[src/rtl/txq_td_pkg.sv]
// Shared types for the transmit queue teardown controller.
package txq_td_pkg;
    typedef enum logic [2:0] {
        ST_IDLE,
        ST_DRAIN_MSG,
        ST_WAIT_RESP,
        ST_FINALIZE,
        ST_DONE
    } td_state_e;
endpackage

[src/rtl/txq_td_cmd.sv]
// Teardown command bit and start gating.
// Sets the command bit on a software request taken while the sequencer is
// idle, and clears it when the sequencer reports completion. Assumes that
// idle and done are never both high.
module txq_td_cmd (
    input  logic clk,
    input  logic rst_n,
    input  logic td_req,
    input  logic fsm_idle,
    input  logic fsm_done,
    input  logic msg_start_req,
    output logic td_cmd,
    output logic td_busy,
    output logic msg_start_gnt
);
    logic take_req;

    assign take_req = td_req && fsm_idle && !td_cmd;

    // Command bit: set on an accepted request, cleared by hardware at completion.
    always_ff @(posedge clk) begin
        if (!rst_n)
            td_cmd <= 1'b0;
        else if (fsm_done)
            td_cmd <= 1'b0;
        else if (take_req)
            td_cmd <= 1'b1;
    end

    // Busy covers the request cycle itself, so starts are blocked at once.
    always_comb begin
        td_busy       = td_cmd || take_req;
        msg_start_gnt = msg_start_req && !td_busy;
    end

    p_set_r2: assert property (@(posedge clk) disable iff (!rst_n)
        take_req |=> td_cmd);
    p_clear_r8: assert property (@(posedge clk) disable iff (!rst_n)
        fsm_done |=> !td_cmd);
endmodule

[src/rtl/txq_td_fsm.sv]
// Teardown sequencer.
// Walks from the command through message drain and response wait to one
// finalization cycle and a done cycle. Assumes that no new message starts
// once the command is set, which the start gate guarantees.
module txq_td_fsm
    import txq_td_pkg::*;
#(
    parameter int CNT_W = 5
) (
    input  logic             clk,
    input  logic             rst_n,
    input  logic             td_cmd,
    input  logic             msg_active,
    input  logic [CNT_W-1:0] inflight_cnt,
    input  logic             gnt_mon,
    output logic             is_idle,
    output logic             is_final,
    output logic             is_done
);
    td_state_e state, nxt;
    logic      resp_clear;

    assign resp_clear = (inflight_cnt == '0);

    // Next-state selection.
    always_comb begin
        nxt = state;
        unique case (state)
            ST_IDLE:      if (td_cmd)      nxt = ST_DRAIN_MSG;
            ST_DRAIN_MSG: if (!msg_active) nxt = ST_WAIT_RESP;
            ST_WAIT_RESP: if (resp_clear)  nxt = ST_FINALIZE;
            ST_FINALIZE:                   nxt = ST_DONE;
            ST_DONE:                       nxt = ST_IDLE;
            default:                       nxt = ST_IDLE;
        endcase
    end

    // State register.
    always_ff @(posedge clk) begin
        if (!rst_n) state <= ST_IDLE;
        else        state <= nxt;
    end

    // Decoded state flags for the neighbours.
    always_comb begin
        is_idle  = (state == ST_IDLE);
        is_final = (state == ST_FINALIZE);
        is_done  = (state == ST_DONE);
    end

    p_gate_r3: assert property (@(posedge clk) disable iff (!rst_n)
        (state != ST_IDLE) |-> !gnt_mon);
    p_drain_r4: assert property (@(posedge clk) disable iff (!rst_n)
        (state == ST_DRAIN_MSG && msg_active) |=> (state == ST_DRAIN_MSG));
    p_resp_wait_r5: assert property (@(posedge clk) disable iff (!rst_n)
        (state == ST_WAIT_RESP && !resp_clear) |=> (state == ST_WAIT_RESP));
endmodule

[src/rtl/txq_td_final.sv]
// Finalization strobes.
// Registers one cycle of descriptor-flag, head-clear, completion-pointer and
// interrupt strobes when finalization runs with a descriptor queued. Drives
// nothing on the inactive path.
module txq_td_final #(
    parameter int PTR_W = 32
) (
    input  logic             clk,
    input  logic             rst_n,
    input  logic             do_final,
    input  logic             desc_avail,
    output logic             desc_td_flag_wr,
    output logic             hdp_clr,
    output logic             cp_wr,
    output logic [PTR_W-1:0] cp_wdata,
    output logic             q_irq
);
    localparam logic [PTR_W-1:0] CP_SENTINEL = {{(PTR_W-2){1'b1}}, 2'b00};

    logic fire;

    assign fire = do_final && desc_avail;

    // Strobe registers for the active finalization path.
    always_ff @(posedge clk) begin
        if (!rst_n) begin
            desc_td_flag_wr <= 1'b0;
            hdp_clr         <= 1'b0;
            cp_wr           <= 1'b0;
            cp_wdata        <= '0;
            q_irq           <= 1'b0;
        end else begin
            desc_td_flag_wr <= fire;
            hdp_clr         <= fire;
            cp_wr           <= fire;
            cp_wdata        <= fire ? CP_SENTINEL : '0;
            q_irq           <= fire;
        end
    end

    p_group_r6: assert property (@(posedge clk) disable iff (!rst_n)
        q_irq |-> (hdp_clr && cp_wr && desc_td_flag_wr && cp_wdata == CP_SENTINEL));
    p_single_r6: assert property (@(posedge clk) disable iff (!rst_n)
        q_irq |=> !q_irq);
    p_inactive_r7: assert property (@(posedge clk) disable iff (!rst_n)
        (do_final && !desc_avail) |=> (!q_irq && !cp_wr && !hdp_clr && !desc_td_flag_wr));
endmodule

[src/rtl/txq_teardown_ctrl.sv]
// Transmit queue teardown controller, top level.
// Wires the command register, the sequencer and the finalization strobes.
// Assumes that inflight_cnt counts only segments already sent and awaiting
// a response.
module txq_teardown_ctrl #(
    parameter int CNT_W = 5,
    parameter int PTR_W = 32
) (
    input  logic             clk,
    input  logic             rst_n,
    input  logic             td_req,
    input  logic             msg_start_req,
    input  logic             msg_active,
    input  logic [CNT_W-1:0] inflight_cnt,
    input  logic             desc_avail,
    output logic             msg_start_gnt,
    output logic             td_cmd,
    output logic             td_busy,
    output logic             desc_td_flag_wr,
    output logic             hdp_clr,
    output logic             cp_wr,
    output logic [PTR_W-1:0] cp_wdata,
    output logic             q_irq
);
    logic fsm_idle, fsm_final, fsm_done;

    txq_td_cmd u_cmd (
        .clk          (clk),
        .rst_n        (rst_n),
        .td_req       (td_req),
        .fsm_idle     (fsm_idle),
        .fsm_done     (fsm_done),
        .msg_start_req(msg_start_req),
        .td_cmd       (td_cmd),
        .td_busy      (td_busy),
        .msg_start_gnt(msg_start_gnt)
    );

    txq_td_fsm #(.CNT_W(CNT_W)) u_fsm (
        .clk         (clk),
        .rst_n       (rst_n),
        .td_cmd      (td_cmd),
        .msg_active  (msg_active),
        .inflight_cnt(inflight_cnt),
        .gnt_mon     (msg_start_gnt),
        .is_idle     (fsm_idle),
        .is_final    (fsm_final),
        .is_done     (fsm_done)
    );

    txq_td_final #(.PTR_W(PTR_W)) u_final (
        .clk            (clk),
        .rst_n          (rst_n),
        .do_final       (fsm_final),
        .desc_avail     (desc_avail),
        .desc_td_flag_wr(desc_td_flag_wr),
        .hdp_clr        (hdp_clr),
        .cp_wr          (cp_wr),
        .cp_wdata       (cp_wdata),
        .q_irq          (q_irq)
    );

    p_irq_before_clear_r8: assert property (@(posedge clk) disable iff (!rst_n)
        q_irq |-> td_cmd);
    p_no_retrigger_r9: assert property (@(posedge clk) disable iff (!rst_n)
        fsm_done |=> !td_cmd);
endmodule

[config.mk]
export PLATFORM = sky130hd
export DESIGN_NAME = txq_teardown_ctrl
export DESIGN_NICKNAME = d
export VERILOG_FILES = /design/src/rtl/txq_td_pkg.sv /design/src/rtl/txq_td_cmd.sv /design/src/rtl/txq_td_fsm.sv /design/src/rtl/txq_td_final.sv /design/src/rtl/txq_teardown_ctrl.sv
export SDC_FILE = /design/constraint.sdc
export NUM_CORES = 1
export LEC_CHECK = 0
export ABC_AREA = 1
export BUFFER_PORTS_ARGS = -buffer_cell sky130_fd_sc_hd__buf_4
export CORE_MARGIN = 1.5
export CORE_UTILIZATION = 34
export DETAILED_ROUTE_END_ITERATION = 12
export GPL_TIMING_DRIVEN = 0
export HOLD_SLACK_MARGIN = 0.1
export PLACE_DENSITY = 0.78
export SETUP_SLACK_MARGIN = 0.15
export SYNTH_ARGS = -nofsm -noshare
export SYNTH_HDL_FRONTEND = slang
export SYNTH_SLANG_ARGS = --single-unit
[constraint.sdc]
create_clock -name clk -period 1.5 [get_ports clk]
set_input_delay 0.15 -clock clk [delete_from_list [all_inputs] [get_ports clk]]
set_output_delay 0.15 -clock clk [all_outputs]
set_load 0.005 [all_outputs]
Word level (Yosys, flattened, before mapping)
Cells that the tools add are included.

Flip-flop bits (word level): 37. Latch bits: 0. Bits in writable memories: 0. Memory bits (read-only): 0. Input port bits: 11. Output and inout bits: 39. Word-level logic and storage cells: 28. Memories kept: 0.

Add/sub/neg operators: 0. Multiply operators: 0. Divide/modulo/power cells: 0. Order comparisons: 0. Eq/ne operators: 7. Shift operators: 0. Multiplexer cells: 5. Bitwise operators: 1. Reduce and logical (&&, ||, !) cells: 11.

Operators with widths (count): 2-to-1 mux 32 bit (1); one-hot mux 3 bit (4 select lines) (1); 2-to-1 mux 3 bit (3); == test 3 x 2 -> 1 bit, second input constant (2); logical NOT 5 bit (1); logical AND 1 bit (4); != test 2 bit, second input constant (2); == test 3 x 1 -> 1 bit, second input constant (1); == test 3 bit, second input constant (1); logical NOT 3 bit (1); AND reduction 3 bit (1); logical NOT 1 bit (2); != test 2 x 1 -> 1 bit, second input constant (1); OR reduction 2 bit (1); logical OR 1 bit (1); inverter 1 bit (1).

Longest topological paths before layout
Depth after elaboration: 6. Gate-level depth with buffers: 6.

By module
A second synthesis with hierarchy kept.

Cell total of the unflattened synthesis: 81. Area, all modules: 549.3 µm².

Modules (own cells, without submodules): txq_td_final (instances 1, cells an instance 40, area an instance 300.3 µm², sequential area each 20.0 µm²); txq_td_fsm (instances 1, cells an instance 32, area an instance 190.2 µm², sequential area each 60.1 µm²); txq_td_cmd (instances 1, cells an instance 9, area an instance 58.8 µm², sequential area each 20.0 µm²).

Worst setup path before layout
OpenSTA, ideal clock, no wires.

Path type: register to output. Start: register, netlist name u_final.cp_wdata[30]. End: output port cp_wdata[10]. Arrival time: 1.063 ns. Required time: 1.350 ns. Setup slack: 0.287 ns. Cell stages (with the launch flop): 2. Path buffers: 1. Path through: dfxtp_1 > buf_4.

RTL lines: to (decl) (RTL line txq_teardown_ctrl.sv:22) `output logic [PTR_W-1:0] cp_wdata,`.

Worst setup path in the final report
Start: register u_fsm.state[0]. End: output port msg_start_gnt.

Word-level cells in the longest chain between the ends: 6.

RTL lines: from (decl) (RTL line txq_td_fsm.sv:20) `td_state_e state, nxt;`; from (signal assigned) (RTL line txq_td_fsm.sv:41) `else state <= nxt;`; logical NOT 3 bit (RTL line txq_td_fsm.sv:46) `is_idle = (state == ST_IDLE);`; logical AND 1 bit (2 in series) (RTL line txq_td_cmd.sv:18) `assign take_req = td_req && fsm_idle && !td_cmd;`; logical OR 1 bit (RTL line txq_td_cmd.sv:32) `td_busy = td_cmd || take_req;`; logical NOT 1 bit (RTL line txq_td_cmd.sv:33) `msg_start_gnt = msg_start_req && !td_busy;`; logical AND 1 bit (RTL line txq_td_cmd.sv:33); to (decl) (RTL line txq_teardown_ctrl.sv:16) `output logic msg_start_gnt,`.

Every way passes these cells.

==> impl_metrics.tcl <==
set metrics [dict create \
    ff2ff_path_depth 5 \
    fmax_mhz 815.7 \
    p_seq_frac 0.346 \
    grt-ovfl-total 0 \
    grt_use_total 0.1394 \
    place_hpwl_um 1003 \
    clkSinkCount 5 \
    vias_per_cell 3.839 \
    cts_buffer_depth 2 \
    ys_types 17 \
    mostFrequentLayoutCell "buf_4" \
    core-area_um2 1334 \
    p_sw_frac 0.3203 \
    path_clk_slew_ns 0.04 \
    cp_max_fo 6 \
    min_from "desc_avail" \
    hold_depth 3 \
    cts_hold_buffers 0 \
    netlist_instances 70 \
    synth-adder-area-share 0 \
    drive_gt1_frac 0.7377 \
    crit_type "register to output pin" \
    p_int_w 0.0003771 \
    cap_violations 0 \
    r2r_start "u_fsm.state[1]" \
    period_share 0.8173 \
    yosys-top-cells-area "buf_4, dfxtp_1, nor2_1" \
    tns_ns 0 \
    cp.required_ns 1.35 \
    critPathBufInv 1 \
    portBuffers 47 \
    final_nets 134 \
    drt_wl_total_um 1205 \
    p_leak_nw 0.5759 \
    p_comb_frac 0.381 \
    drt_iter0_drc 8 \
    cts_max_level 1 \
    cp_cell_sequence "nor2_4 > nand3_1 > nand2_2 > nor2_1 > buf_4" \
    tritoncts "built" \
    clockPowerShare 0.274 \
    fillCellCount 119 \
    drt-pass1-iter-count 4 \
    worst_setup_path_start_kind "register" \
    status "finished clean" \
    p_switching_w 0.0001777 \
    num_antenna_cells 0 \
    hold_viol_final 0 \
    critPathTopFamily "flip-flops" \
    place_ws_ns 0.03374 \
    ant_nets 0 \
    area_delta_synth_final_pct 81.64 \
    worst_hold_path.endpoint "u_final.cp_wdata[30]" \
    rsz0062_at_grt "no" \
    yosysTopAreaCell "buf_4" \
    boundaryPins 50 \
    synth_compound_area_frac 0.04467 \
    synth_area_um2 504.2 \
    via_count 526 \
    die_area_um2 1723 \
    finalMaxSlewViolations 0 \
    r2r_setup_slack_ns 0.51 \
    peakVddDrop_uv 556.1 \
    remaining_drc_errors 0 \
    clock-skew-final_ns 0.002020 \
    grt_max_degree 35 \
    synth-simple-area-share 0.1762 \
    gp_congestion 0.6847 \
    grt_pass1_vias 453 \
    ys_seq_area_frac 0.1985 \
    synth_top_family_by_area "buffers and inverters" \
    cp.depth 5 \
    finalPower_w 0.0005548 \
    ys_ff_latch 5 \
    hold_class "primary input to register" \
    reg2reg_to "u_fsm.state[0]" \
    antenna_found_initial 0 \
    numCtsBuffers 3 \
    synthMuxAreaShare 0 \
    die_h_um 41.51 \
    setup_viol 0 \
    routedWlPerCell_um 8.796 \
    start_util 0.3780 \
    final_cell_mix "buf_4, nor2_1, inv_1" \
    period_needed_ns 1.226 \
    grt_pass1_wl_um 1938 \
    max_stage_delay_ns 0.35 \
    p_per_area_nw_per_um2 605.8 \
    row_count 13 \
    yosysWarningCount 0 \
    synth_top_area_frac 0.5211 \
    avgSynthCellArea_um2 7.203 \
    worstPathArrival_ns 1.08 \
    insertion_delay_ns 0.24 \
    critPathSlowestCell "dfxtp_2" \
    die_w_um 41.51 \
    fin_ws_ns 0.2741 \
    cts_root_buf "clkbuf_4" \
    yosys.area_share.xor_xnor 0 \
    end_kind "output pin" \
]
## sequential cells by signal (all words and copies together) (netlist names)
register / flops
u_final.cp_wdata: 1
u_cmd.td_cmd: 1
u_fsm.state: 3
## stage by stage
step,instances,hold slack [ns],util,area (um^2)
detailed placement,133,0.3949,0.6595,879.6
global placement,133,0.4007,0.6595,879.6
floorplan,71,0.2692,-,508.0
global route,137,0.1456,0.6867,915.9
CTS,137,0.1359,0.6820,909.6
finish,137,0.1431,0.6867,915.9
## cells in the mapped netlist
master	instances
nor2_2	1
inv_2	1
buf_4	35
clkinv_1	1
nand4_1	1
nand3b_1	1
nor2_1	6
o311a_1	1
inv_1	5
nand2_2	1
nor3_1	1
nand3_1	4
o211ai_1	1
conb_1	1
nand2_1	4
a21oi_1	1
dfxtp_1	5
## power by group through the flow
| stage | logic [W] | clock network (W) | registers (W) |
|---|---|---|---|
| after floorplan | 0.000125 | 0 | 0.000182 |
| after global placement | 0.000204 | 0 | 0.000186 |
| after detailed placement | 0.000208 | 0 | 0.000188 |
| after CTS | 0.000208 | 0.000159 | 0.000184 |
| after global routing | 0.000238 | 0.000174 | 0.000193 |
| final | 0.000211 | 0.000152 | 0.000192 |
## worst reg2reg max path, cell delays in order (launching register included)
cell and delay [ns]:
dfxtp_1 0.38, inv_2 0.07, nor3_1 0.20, nand2_1 0.09, nand3_1 0.08, a21oi_1 0.06
## timing repair
| item | in CTS | in global routing |
|---|---|---|
| setup buffers | 0 | 0 |
| setup endpoints to repair | 34 | 1 |
| gates resized for setup | 2 | 2 |
## cell families (layout without fill, tap and decap cells)
family                 Yosys count  after routing
AOI/OAI and AO/OA                3              3
and+or+nand+nor                 19             19
buffers and inverters           42             93
other                            1              2
DFF                              5              5
## area by class of cell
class | instances | area (um^2) | area share
Buffer | 35 | 262.8 | 0.2869
Clock buffer | 4 | 26.28 | 0.02869
Multi-Input combinational cell | 24 | 123.9 | 0.1352
Inverter | 7 | 26.28 | 0.02869
Sequential cell | 5 | 105.1 | 0.1148
Tap cell | 15 | 18.77 | 0.02049
Timing Repair Buffer | 47 | 352.8 | 0.3852
## metal layers
layer / vias up / GRT usage / share of wire
met3: 0 / 0.07826 / 0.16
li1: 284 / - / -
met4: 0 / 0.03871 / 0
met5: - / 0 / 0
met1: 200 / 0.1645 / 0.41
met2: 42 / 0.2156 / 0.42
## worst max-delay path by stage
stage	from	to	slack [ns]
2_1_floorplan	u_final.cp_wdata[30]	cp_wdata[10]	0.29
3_3_place_gp	u_final.cp_wdata[30]	cp_wdata[3]	0.09
3_5_place_dp	u_final.cp_wdata[30]	cp_wdata[7]	0.03
4_1_cts	u_fsm.state[0]	msg_start_gnt	0.20
5_1_grt	u_fsm.state[2]	msg_start_gnt	0.17
6_report	u_fsm.state[0]	msg_start_gnt	0.27
No activity file was read; power rests on OpenSTA's default activity.
